==> src/rtl/sio_cfg_pkg.sv <==
package sio_cfg_pkg;

    typedef enum logic [1:0] {
        ST_LOCKED   = 2'd0,
        ST_KEY_SEEN = 2'd1,
        ST_OPEN     = 2'd2
    } lock_state_t;

    localparam logic [7:0] EXIT_CODE   = 8'hAA;
    localparam logic [7:0] REG_SELECT  = 8'h07;
    localparam logic [7:0] REG_CHIP_LO = 8'h20;
    localparam logic [7:0] REG_CHIP_HI = 8'h21;
    localparam logic [7:0] REG_VEND_A  = 8'h23;
    localparam logic [7:0] REG_VEND_B  = 8'h24;
    localparam logic [7:0] REG_BASE_HI = 8'h60;
    localparam logic [7:0] REG_BASE_LO = 8'h61;
    localparam logic [7:0] REG_IRQ     = 8'h70;
    localparam logic [7:0] REG_LINE    = 8'hF0;
    localparam logic [7:0] REG_FIFO    = 8'hF6;

    localparam logic [7:0] VEND_A_VAL  = 8'h19;
    localparam logic [7:0] VEND_B_VAL  = 8'h34;

    function automatic logic [15:0] default_base(input int idx);
        case (idx % 4)
            0:       return 16'h03F8;
            1:       return 16'h02F8;
            2:       return 16'h03E8;
            default: return 16'h02E8;
        endcase
    endfunction

    function automatic logic is_bank_reg(input logic [7:0] a);
        return (a == REG_BASE_HI) || (a == REG_BASE_LO) || (a == REG_IRQ) ||
               (a == REG_LINE) || (a == REG_FIFO);
    endfunction

endpackage

==> src/rtl/sio_lock_fsm.sv <==
module sio_lock_fsm
    import sio_cfg_pkg::*;
#(
    parameter logic [7:0] UNLOCK_KEY = 8'h87
) (
    input  logic       clk,
    input  logic       rst_n,
    input  logic       idx_wr,
    input  logic [7:0] wdata,
    output logic       unlocked,
    output logic [7:0] index
);

    lock_state_t state_q, state_d;
    logic        load_index;

    // state register and index register
    always_ff @(posedge clk or negedge rst_n) begin
        if (!rst_n) begin
            state_q <= ST_LOCKED;
            index   <= 8'h00;
        end else begin
            state_q <= state_d;
            if (load_index) index <= wdata;
        end
    end

    // next state and index load
    always_comb begin
        state_d    = state_q;
        load_index = 1'b0;
        if (idx_wr) begin
            unique case (state_q)
                ST_LOCKED:   if (wdata == UNLOCK_KEY) state_d = ST_KEY_SEEN;
                ST_KEY_SEEN: state_d = (wdata == UNLOCK_KEY) ? ST_OPEN : ST_LOCKED;
                ST_OPEN: begin
                    if (wdata == EXIT_CODE) state_d = ST_LOCKED;
                    else                    load_index = 1'b1;
                end
                default:     state_d = ST_LOCKED;
            endcase
        end
    end

    assign unlocked = (state_q == ST_OPEN);

endmodule

==> src/rtl/sio_dev_bank.sv <==
module sio_dev_bank
    import sio_cfg_pkg::*;
#(
    parameter logic [15:0] RESET_BASE = 16'h03F8
) (
    input  logic        clk,
    input  logic        rst_n,
    input  logic        we,
    input  logic [7:0]  addr,
    input  logic [7:0]  wdata,
    output logic [7:0]  rdata,
    output logic [15:0] iobase,
    output logic        irq_share,
    output logic [1:0]  irq_mode,
    output logic [1:0]  fifo_mode,
    output logic [1:0]  rx_thr,
    output logic [3:0]  line_ctl
);

    always_ff @(posedge clk or negedge rst_n) begin
        if (!rst_n) begin
            iobase    <= RESET_BASE;
            irq_share <= 1'b0;
            irq_mode  <= 2'b00;
            fifo_mode <= 2'b00;
            rx_thr    <= 2'b00;
            line_ctl  <= 4'h0;
        end else if (we) begin
            case (addr)
                REG_BASE_HI: iobase[15:8] <= wdata;
                REG_BASE_LO: iobase[7:0]  <= wdata;
                REG_IRQ: begin
                    irq_share <= wdata[4];
                    irq_mode  <= wdata[6:5];
                end
                REG_FIFO: begin
                    fifo_mode <= wdata[1:0];
                    rx_thr    <= wdata[5:4];
                end
                REG_LINE: line_ctl <= wdata[5:2];
                default: ;
            endcase
        end
    end

    always_comb begin
        case (addr)
            REG_BASE_HI: rdata = iobase[15:8];
            REG_BASE_LO: rdata = iobase[7:0];
            REG_IRQ:     rdata = {1'b0, irq_mode, irq_share, 4'h0};
            REG_FIFO:    rdata = {2'b00, rx_thr, 2'b00, fifo_mode};
            REG_LINE:    rdata = {2'b00, line_ctl, 2'b00};
            default:     rdata = 8'h00;
        endcase
    end

endmodule

==> src/rtl/sio_cfg_port.sv <==
module sio_cfg_port
    import sio_cfg_pkg::*;
#(
    parameter int          NDEV       = 4,
    parameter logic [7:0]  UNLOCK_KEY = 8'h87,
    parameter logic [15:0] CHIP_ID    = 16'h1602
) (
    input  logic              clk,
    input  logic              rst_n,
    input  logic              io_wr,
    input  logic              io_addr,
    input  logic [7:0]        io_wdata,
    output logic [7:0]        io_rdata,
    output logic              cfg_unlocked,
    output logic [16*NDEV-1:0] dev_iobase,
    output logic [NDEV-1:0]   dev_irq_share,
    output logic [2*NDEV-1:0] dev_irq_mode,
    output logic [2*NDEV-1:0] dev_fifo_mode,
    output logic [2*NDEV-1:0] dev_rx_thr,
    output logic [NDEV-1:0]   dev_rts_inv,
    output logic [NDEV-1:0]   dev_auto_dir,
    output logic [NDEV-1:0]   dev_rx_wait,
    output logic [NDEV-1:0]   dev_tx_wait
);

    localparam int         SEL_W  = (NDEV > 1) ? $clog2(NDEV) : 1;
    localparam logic [7:0] NDEV_B = 8'(NDEV);

    logic [7:0] index;
    logic [7:0] ldn_q;
    logic       data_wr;
    logic       ldn_ok;
    logic [7:0] bank_rd [NDEV];

    sio_lock_fsm #(.UNLOCK_KEY(UNLOCK_KEY)) u_fsm (
        .clk      (clk),
        .rst_n    (rst_n),
        .idx_wr   (io_wr && !io_addr),
        .wdata    (io_wdata),
        .unlocked (cfg_unlocked),
        .index    (index)
    );

    assign data_wr = io_wr && io_addr && cfg_unlocked;
    assign ldn_ok  = (ldn_q < NDEV_B);

    always_ff @(posedge clk or negedge rst_n) begin
        if (!rst_n)                                ldn_q <= 8'h00;
        else if (data_wr && index == REG_SELECT)   ldn_q <= io_wdata;
    end

    for (genvar i = 0; i < NDEV; i++) begin : g_bank
        logic [3:0] line;
        sio_dev_bank #(.RESET_BASE(default_base(i))) u_bank (
            .clk       (clk),
            .rst_n     (rst_n),
            .we        (data_wr && ldn_ok && (ldn_q[SEL_W-1:0] == SEL_W'(i))),
            .addr      (index),
            .wdata     (io_wdata),
            .rdata     (bank_rd[i]),
            .iobase    (dev_iobase[16*i +: 16]),
            .irq_share (dev_irq_share[i]),
            .irq_mode  (dev_irq_mode[2*i +: 2]),
            .fifo_mode (dev_fifo_mode[2*i +: 2]),
            .rx_thr    (dev_rx_thr[2*i +: 2]),
            .line_ctl  (line)
        );
        assign dev_rts_inv[i]  = line[3];
        assign dev_auto_dir[i] = line[2];
        assign dev_rx_wait[i]  = line[1];
        assign dev_tx_wait[i]  = line[0];
    end

    always_comb begin
        io_rdata = 8'hFF;
        if (cfg_unlocked) begin
            if (!io_addr) begin
                io_rdata = index;
            end else if (is_bank_reg(index)) begin
                io_rdata = ldn_ok ? bank_rd[ldn_q[SEL_W-1:0]] : 8'hFF;
            end else begin
                case (index)
                    REG_SELECT:  io_rdata = ldn_q;
                    REG_CHIP_LO: io_rdata = CHIP_ID[7:0];
                    REG_CHIP_HI: io_rdata = CHIP_ID[15:8];
                    REG_VEND_A:  io_rdata = VEND_A_VAL;
                    REG_VEND_B:  io_rdata = VEND_B_VAL;
                    default:     io_rdata = 8'h00;
                endcase
            end
        end
    end

endmodule

==> config.mk <==
export PLATFORM = sky130hd
export DESIGN_NAME = sio_cfg_port
export DESIGN_NICKNAME = d
export VERILOG_FILES = /design/src/rtl/sio_cfg_pkg.sv /design/src/rtl/sio_lock_fsm.sv /design/src/rtl/sio_dev_bank.sv /design/src/rtl/sio_cfg_port.sv
export SDC_FILE = /design/constraint.sdc
export NUM_CORES = 1
export LEC_CHECK = 0
export BUFFER_PORTS_ARGS = -buffer_cell sky130_fd_sc_hd__buf_4
export CORE_MARGIN = 1
export CORE_UTILIZATION = 50
export DETAILED_ROUTE_END_ITERATION = 12
export GPL_TIMING_DRIVEN = 0
export PLACE_DENSITY = 0.72
export SLEW_MARGIN = 20
export SYNTH_ARGS = -nofsm -noshare
export SYNTH_HDL_FRONTEND = slang
export SYNTH_HIERARCHICAL = 1
export SYNTH_SLANG_ARGS = --single-unit
==> constraint.sdc <==
create_clock -name clk -period 4.46 [get_ports clk]
set_clock_uncertainty 0.2 [all_clocks]
set_input_delay 0.892 -clock clk [delete_from_list [all_inputs] [get_ports clk]]
set_output_delay 0.892 -clock clk [all_outputs]
set_load 0.02 [all_outputs]
==> Word level (Yosys, flattened, before mapping) <==
Index checks and enable logic that the tools add are counted.
{ "word_totals": {"register_bits": 126, "output_inout_bits": 117, "wordCells": 109} }
{ "op_classes": {"magnitude_cmp": 2, "eq_ne": 19, "muxes": 19, "bitwise_logic": 1, "reduce_logical": 37} }
{ "op_table": {"columns": ["op", "n"], "rows": [
  ["case mux 8 bit (5 select lines)", 5],
  ["2-to-1 mux 8 bit", 6],
  ["AND reduction 2 bit", 20],
  ["== test 8 x 6 -> 1 bit (second input constant)", 4],
  ["== test 8 bit (second input constant)", 4],
  ["== test 8 x 7 -> 1 bit (second input constant)", 3],
  ["binary-select mux 8 bit (select 2 bit)", 1],
  ["logical AND 1 bit", 9],
  ["== test 8 x 3 -> 1 bit (second input constant)", 1],
  ["less-than comparator 8 x 3 -> 1 bit (second input constant)", 1],
  ["== test 2 bit (second input constant)", 3],
  ["2-to-1 mux 2 bit", 3],
  ["case mux 2 bit (3 select lines)", 1],
  ["== test 2 x 1 -> 1 bit (second input constant)", 2],
  ["zero test 2 bit", 2],
  ["logical OR 1 bit", 4],
  ["inequality test 2 x 1 -> 1 bit (second input constant)", 2],
  [">= comparator 3 bit (second input constant)", 1],
  ["2-to-1 mux 1 bit", 3],
  ["NOT 2 -> 3 bit", 1],
  ["AND reduction 3 bit", 1],
  ["zero test 1 bit", 1]
]} }

==> Logic depth before layout (Yosys ltp) <==
Gate-level depths: netlist of the first run.
{ "depth": {"depth_word": 9, "ltp_mapped": 8} }

==> Hierarchy <==
Netlist of the first run, hierarchy kept.
{ "by_module_without_submodules": {"columns": ["mod", "instances", "cells_per_inst", "area_each_um2", "seq_area_each_um2"], "rows": [
  ["sio_dev_bank at g_bank[1].u_bank ...", 2, 98, 1270.0, 683.2],
  ["sio_dev_bank at g_bank[0].u_bank", 1, 98, 1271.2, 684.4],
  ["sio_dev_bank at g_bank[3].u_bank", 1, 98, 1268.7, 681.9],
  ["sio_cfg_port", 1, 113, 1003.5, 200.2],
  ["sio_lock_fsm", 1, 30, 447.9, 250.2]
]} }

==> Worst setup path before layout of the first run <==
OpenSTA, ideal clock, no wires.
{ "synth_path": {"path_kind": "register -> output", "from": "reg u_fsm.index[7]", "to": "out io_rdata[4]", "arrival_time_ns": 2.687, "required_time_ns": 3.368, "setup_slack_ns": 0.681, "stages_incl_launch_ff": 9, "path_cell_list": "dfrtp_1 -> and4bb_1 -> and3_1 -> clkbuf_1 -> a222oi_1 -> nand2_1 -> mux4_2 -> a2111oi_0 -> a211oi_1"} }
{ "synth_lines": {"columns": ["item", "line", "rtl"], "rows": [
  ["start: declaration", "sio_lock_fsm.sv:11", "output logic [7:0] index"],
  ["start signal: assignment", "sio_lock_fsm.sv:24", "if (load_index) index <= wdata;"],
  ["end: declaration", "sio_cfg_port.sv:13", "output logic [7:0] io_rdata,"]
]} }

==> results of run 1 <==
cell usage after synthesis, drive strengths merged (2+ instances only):
master | number | share of area (%)
o21ai | 4 | 0.31
nand4 | 10 | 0.96
nand3 | 5 | 0.38
a211oi | 7 | 0.80
a22oi | 13 | 1.5
a22o | 4 | 0.54
a21oi | 8 | 0.79
o211ai | 2 | 0.23
clkbuf | 12 | 0.69
dfrtp | 102 | 39
or3b | 2 | 0.31
buf | 4 | 0.31
a21o | 2 | 0.23
a221o | 4 | 0.61
o2bb2ai | 5 | 0.67
mux4 | 8 | 2.8
and2 | 5 | 0.48
inv | 23 | 1.3
nor4b | 7 | 1.3
mux2 | 128 | 22
a2111oi | 3 | 0.40
nor2 | 27 | 1.6
nor4 | 11 | 1.4
and4bb | 7 | 1.4
dfstp | 24 | 9.7
and3 | 7 | 0.67
nor2b | 2 | 0.19
nand2 | 47 | 2.7
or4 | 4 | 0.69
nor3 | 10 | 0.77
a222oi | 16 | 2.5
nand4b | 4 | 0.54
and3b | 2 | 0.27
o22ai | 2 | 0.19
where the power goes:
part           internal [mW]  total [mW]  switching [mW]
combinational          0.171       0.414           0.243
clock                  0.925        1.44           0.511
sequential              1.19        1.29          0.0989
total                   2.28        3.14           0.853
flip-flops by register name, indices dropped and copies added (netlist names):
signal / cells
g_bank.u_bank/iobase: 64
g_bank.u_bank/line_ctl: 16
g_bank.u_bank/fifo_mode: 8
g_bank.u_bank/irq_mode: 8
g_bank.u_bank/rx_thr: 8
ldn_q: 8
u_fsm/index: 8
g_bank.u_bank/irq_share: 4
u_fsm/state_q: 2
placed cells by master, fill, tap and decap left out, drive strengths merged, types with 5 or more instances in the layout:
cell type  count
a211oi         7
a21oi          8
a222oi        16
a22oi         13
and2           5
and3           7
and4bb         7
buf          152
clkbuf        28
clkinv         6
dfrtp        102
dfstp         24
inv           24
mux2         128
mux4           8
nand2         47
nand3          5
nand4         10
nor2          27
nor3          10
nor4          11
nor4b          7
o2bb2ai        5
cells by family (layout without fill, tap and decap cells):
group / count (synthesis) / after routing
multiplexers: 137 / 137
AO/OA/AOI/OAI: 77 / 77
flip-flops: 126 / 126
buffers and inverters: 39 / 215
AND/OR/NAND/NOR: 156 / 156
through the flow:
step	utilization [%]	area, sq um
after detailed placement	61.1	7740
after CTS	66.4	8420
after global routing	67.4	8550
after floorplan	-	6530
after global placement	60.8	7710
final	67.4	8550
worst max-delay path, stage by stage (launching register included):
cell and delay [ns]:
dfrtp_4 0.56, and4bb_1 0.30, and3_1 0.19, clkbuf_1 0.21
a222oi_1 0.38, nand2_1 0.14, mux4_2 0.51, a2111oi_2 0.25
a211oi_1 0.11, buf_4 0.19
per-layer routing:
metal	track usage, %	wire length, um
met1	44.1	8800
met2	48.0	9830
met3	6.54	1730
met4	11.1	391
met5	0	0
worst max path at each step:
stage | start | slack (ns) | cells after the start | endpoint
finish | u_fsm/index[7]$_DFFE_PN0P_ | 0.11 | 9 | io_rdata[4]
global route | u_fsm/index[7]$_DFFE_PN0P_ | 0.03 | 9 | io_rdata[4]
CTS | u_fsm/index[5]$_DFFE_PN0P_ | 0.02 | 9 | io_rdata[4]
detailed placement | u_fsm/index[7]$_DFFE_PN0P_ | -0.26 | 9 | io_rdata[4]
global placement | u_fsm/index[7]$_DFFE_PN0P_ | -0.21 | 9 | io_rdata[4]
floorplan | u_fsm/index[7]$_DFFE_PN0P_ | 0.68 | 8 | io_rdata[4]
area by class of cell:
| cell class | count | area, sq um | share of cell area, % |
|---|---|---|---|
| tap | 172 | 215 | 2.52 |
| clock inverter | 12 | 159 | 1.86 |
| multi-input combinational | 370 | 3210 | 37.6 |
| timing repair buffer | 148 | 1150 | 13.5 |
| buffer | 12 | 50.0 | 0.586 |
| inverter | 23 | 86.3 | 1.01 |
| clock buffer | 20 | 467 | 5.46 |
| sequential | 126 | 3210 | 37.5 |
timing repair:
action                                 in CTS  in global routing
setup buffers                               2                 17
cloned                                      0                  0
hold buffers                                0                  0
endpoints found under the hold margin       0                  0
pin swaps                                   1                  4
setup endpoints to repair                   8                  3
gates resized for setup                    14                  2
==> flow_summary.toml, run 1 <==
[run_status]
status = "completed"

[clock_tree]
clock-sinks = 126
root_buffer = "clkbuf_16"
cts_tree = "yes"
clkTransAtPathRegs_ns = 0.05
htreeDepth = 4
cts_made_buffers = 17
clk_latency_ns = 0.42
clockBufferDepth = 2

[global_routing]
antenna_found_initial = 0
overflow = 0
grt_pass1_vias = 5269
grtUsageTotal_pct = 31.3
grt_max_degree = 82
grt_pass1_wl_um = 30400

[setup_path]
r2r_slack_ns = 1.15
critical_path_arrival_ns = 3.26
regToRegStartpoint = "u_fsm/state_q[1]$_DFFE_PN0P_"
start_kind = "flip-flop"
path_class = "flip-flop to primary output"
cp_max_fo = 15
ff2ff_path_depth = 7
crit_required_ns = 3.37
rr_endpoint = "g_bank[0].u_bank/iobase[1]$_DFFE_PN0P_"
crit_path_end_kind = "primary output"

[floorplan]
fp.dieArea_sq_um = 13500
ios = 129
row_count = 41
die_height_um = 116
core_sq_um = 12700
die_w_um = 116
start_util_pct = 51.5

[yosys]
synth_xor_xnor_area_share_pct = 0
yosysSeqAreaShare_pct = 48.7
netlist-cell-type-count = 54
synth_fa_ha_area_share_pct = 0
syn_inst = 535
synth_top_family_by_area = "multiplexers"
synth_seq_cells = 126
avgSynthCellArea_sq_um = 12.2
synthesis.nets = 547
synth_warnings = 6
synth_mux_area_share_pct = 25.0
synth_compound_area_share_pct = 9.64
async_flop_share_pct = 100
syn_area_sq_um = 6530
synth-edff-count = 0
synthSimpleGateAreaFrac_pct = 14.3
yosys_most_used_dff = "dfrtp_1"

[route]
viasPerCell = 6.26
drt-total-wl_um = 20800
drt_iter0_markers = 442
drcViolationCount = 0
vias = 5528
drtPass1Iterations = 7
ant_nets = 0
wl_per_cell_um = 23.5

[placement]
place_ws_ns = -0.255
gp_congestion = 0.880
placed_cells = 836
dp_hpwl_um = 13200
numPortBuffers = 128

[timing]
finalMaxSlewViolations = 0
setup_slack_ns = 0.106
fmaxAchievable_mhz = 230
final-hold-violation-count = 0
finalSetupViolations = 0
fin_crit_ns = 4.35
tightest_slew_ns = 0.923
fin_hold_ws_ns = 0.194
period_share_pct = 97.6
rsz0062_at_grt = "false"
maxSlewHeadroom_pct = 37.9
fin_tns_setup_ns = 0

[layout]
fin_nets = 710
drive_gt1_share_pct = 52.7
fin_cells = 883
diodes = 0
nFillCells = 1031
synthToLayoutAreaGrowth_pct = 30.8

[power_and_ir_drop]
power_per_cell_area_nw_per_um2 = 367
finalPower_mw = 3.14
vdd_drop_max_v = 0.000257
leakage_nw = 4.22

[worst_hold_path]
hp-class = "input pin to asynchronous set/reset pin"

[run]
drv_cap = 0
(Power assumes the default switching activity.)
==> run 2: changes to the inputs <==
==> constraint.sdc (replaced) <==
create_clock -name clk -period 4.46 [get_ports clk]
set_clock_uncertainty 0.2 [all_clocks]
set_input_delay 0.669 -clock clk [delete_from_list [all_inputs] [get_ports clk]]
set_output_delay 0.669 -clock clk [all_outputs]
set_load 0.02 [all_outputs]
==> flow_summary.toml, run 2 (same netlist as run 1, synthesis figures left out) <==
[run_status]
status = "completed"

[route]
drt_iter0_markers = 460
viasPerCell = 6.15
drtPass1Iterations = 6
m1WireLength_um = 8980
ant_nets = 0
met3_length_um = 1330
top_layer_used = "met4"
wl_per_cell_um = 23.3
drt-total-wl_um = 20300
drcViolationCount = 0
met2_length_um = 9610
vias = 5360

[setup_path]
path_class = "flip-flop to primary output"
crit_path_end_kind = "primary output"
critPathMaxStageDelay_ns = 0.61
cp_cell_sequence = "and4bb_1, and3_1, clkbuf_1, a222oi_1, nand2_1, mux4_2, a2111oi_1, a211oi_1, buf_4"
start_kind = "flip-flop"
cp_max_fo = 16
critical_path_arrival_ns = 3.51
critPathSlowestCell = "dfrtp_4"
crit_required_ns = 3.59

[timing]
maxSlewHeadroom_pct = 39.8
period_share_pct = 98.1
setup_slack_ns = 0.0856
final-hold-violation-count = 0
finalSetupViolations = 0
tightest_slew_ns = 0.894
rsz0062_at_grt = "false"
finalMaxSlewViolations = 0
fin_crit_ns = 4.37
fmaxAchievable_mhz = 229

[layout]
diodes = 0
seqCellArea_sq_um = 3200
drive_gt1_share_pct = 50.9
nFillCells = 1048
fin_util_pct = 66.5
reg.largest.list = "g_bank.u_bank/iobase x64, g_bank.u_bank/line_ctl x16"
largest_register_ffs = 64
final_cell_mix = "mux2_2 (128), buf_4 (127), dfrtp_1 (94), nand2_1 (47), nor2_1 (27)"
synthToLayoutAreaGrowth_pct = 29.1
fin_nets = 698
final_common_cell = "mux2_2"
multi_input_area_sq_um = 3200
top_register = "g_bank.u_bank/iobase"

[global_routing]
antenna_found_initial = 0
grt_pass1_wl_um = 30100
grt_pass1_vias = 5209
grt_max_degree = 82
overflow = 0
grtUsageTotal_pct = 31.0

[clock_tree]
cts_made_buffers = 17
cts_tree = "yes"
clockBufferDepth = 2
root_buffer = "clkbuf_16"
clkTransAtPathRegs_ns = 0.06
clk_latency_ns = 0.42
clock-sinks = 126
htreeDepth = 4

[power_and_ir_drop]
power_per_cell_area_nw_per_um2 = 367
vdd_drop_max_v = 0.000255
leakage_nw = 4.15

[placement]
dp_hpwl_um = 13200
gp_congestion = 0.880
numPortBuffers = 128
place_ws_ns = -0.0321

[floorplan]
fp.dieArea_sq_um = 13500
start_util_pct = 51.5
core_sq_um = 12700
ios = 129
die_w_um = 116
row_count = 41
die_height_um = 116

[worst_hold_path]
hp-class = "flip-flop to flip-flop"

[run]
drv_cap = 0
[run 2: stage by stage]
| step | std cells | hold slack, ns | TNS [ns] | power, mW | instance area (sq um) |
|---|---|---|---|---|---|
| after global placement | 835 | 0.317 | 0 | 1.62 | 7710 |
| final | 871 | 0.329 | 0 | 3.09 | 8430 |
| after CTS | 870 | 0.336 | 0 | 3.09 | 8400 |
| after global routing | 871 | 0.357 | 0 | 3.19 | 8430 |
| after floorplan | 535 | 0.173 | 0 | 1.46 | 6530 |
| after detailed placement | 836 | 0.324 | -0.0321 | 1.64 | 7740 |
[run 2: timing repair]
item	CTS	global route
hold buffers	1	0
endpoints found under the hold margin	37	0
gates resized for setup	8	5
setup buffers	1	1
setup endpoints to repair	6	4
cloned	0	0
[run 2: layer usage]
metal  track usage [%]  vias up
met2              47.5      238
met1              44.0     2714
met4              10.2        0
li1                  -     2374
met5                 0        -
met3              6.43       34
[run 2: area by class of cell]
class	count	area share [%]
Timing Repair Buffer	132	12.2
Clock inverter	12	1.88
Multi-Input combinational cell	370	38.0
Clock buffer	20	5.53
Inverter	23	1.02
Tap cell	172	2.55
Buffer	16	0.772
Sequential cell	126	38.0
[run 2: worst max-delay path, delay by kind of cell, from the launching register on]
family / cells / cell delay (ns)
AO/OA/AOI/OAI: 3 / 0.93
buffers and inverters: 2 / 0.38
flip-flops: 1 / 0.61
multiplexers: 1 / 0.53
AND/OR/NAND/NOR: 3 / 0.64
[run 2: worst paths after layout]
check | slack, ns | to | startpoint | depth (start not counted)
worst max-delay path | 0.09 | io_rdata[4] | u_fsm/index[7]$_DFFE_PN0P_ | 9
worst min-delay path | 0.33 | g_bank[3].u_bank/line_ctl[2]$_DFFE_PN0P_ | g_bank[3].u_bank/line_ctl[2]$_DFFE_PN0P_ | 1
worst max register to register | 1.23 | g_bank[0].u_bank/iobase[1]$_DFFE_PN0P_ | u_fsm/state_q[1]$_DFFE_PN0P_ | 7
worst min register to register | 0.33 | g_bank[3].u_bank/line_ctl[2]$_DFFE_PN0P_ | g_bank[3].u_bank/line_ctl[2]$_DFFE_PN0P_ | 1
max in group asynchronous | 2.74 | g_bank[1].u_bank/iobase[6]$_DFFE_PN1P_ | rst_n | 3
min in group asynchronous | 0.54 | g_bank[2].u_bank/line_ctl[3]$_DFFE_PN0P_ | rst_n | 2
[run 2: power by group]
| part | leakage (nW) | switching, mW | total [mW] | internal [mW] |
|---|---|---|---|---|
| Clock | 0.303 | 0.515 | 1.44 | 0.925 |
| Combinational | 2.20 | 0.209 | 0.349 | 0.140 |
| Sequential | 1.64 | 0.117 | 1.30 | 1.19 |
| Total | 4.15 | 0.840 | 3.09 | 2.25 |
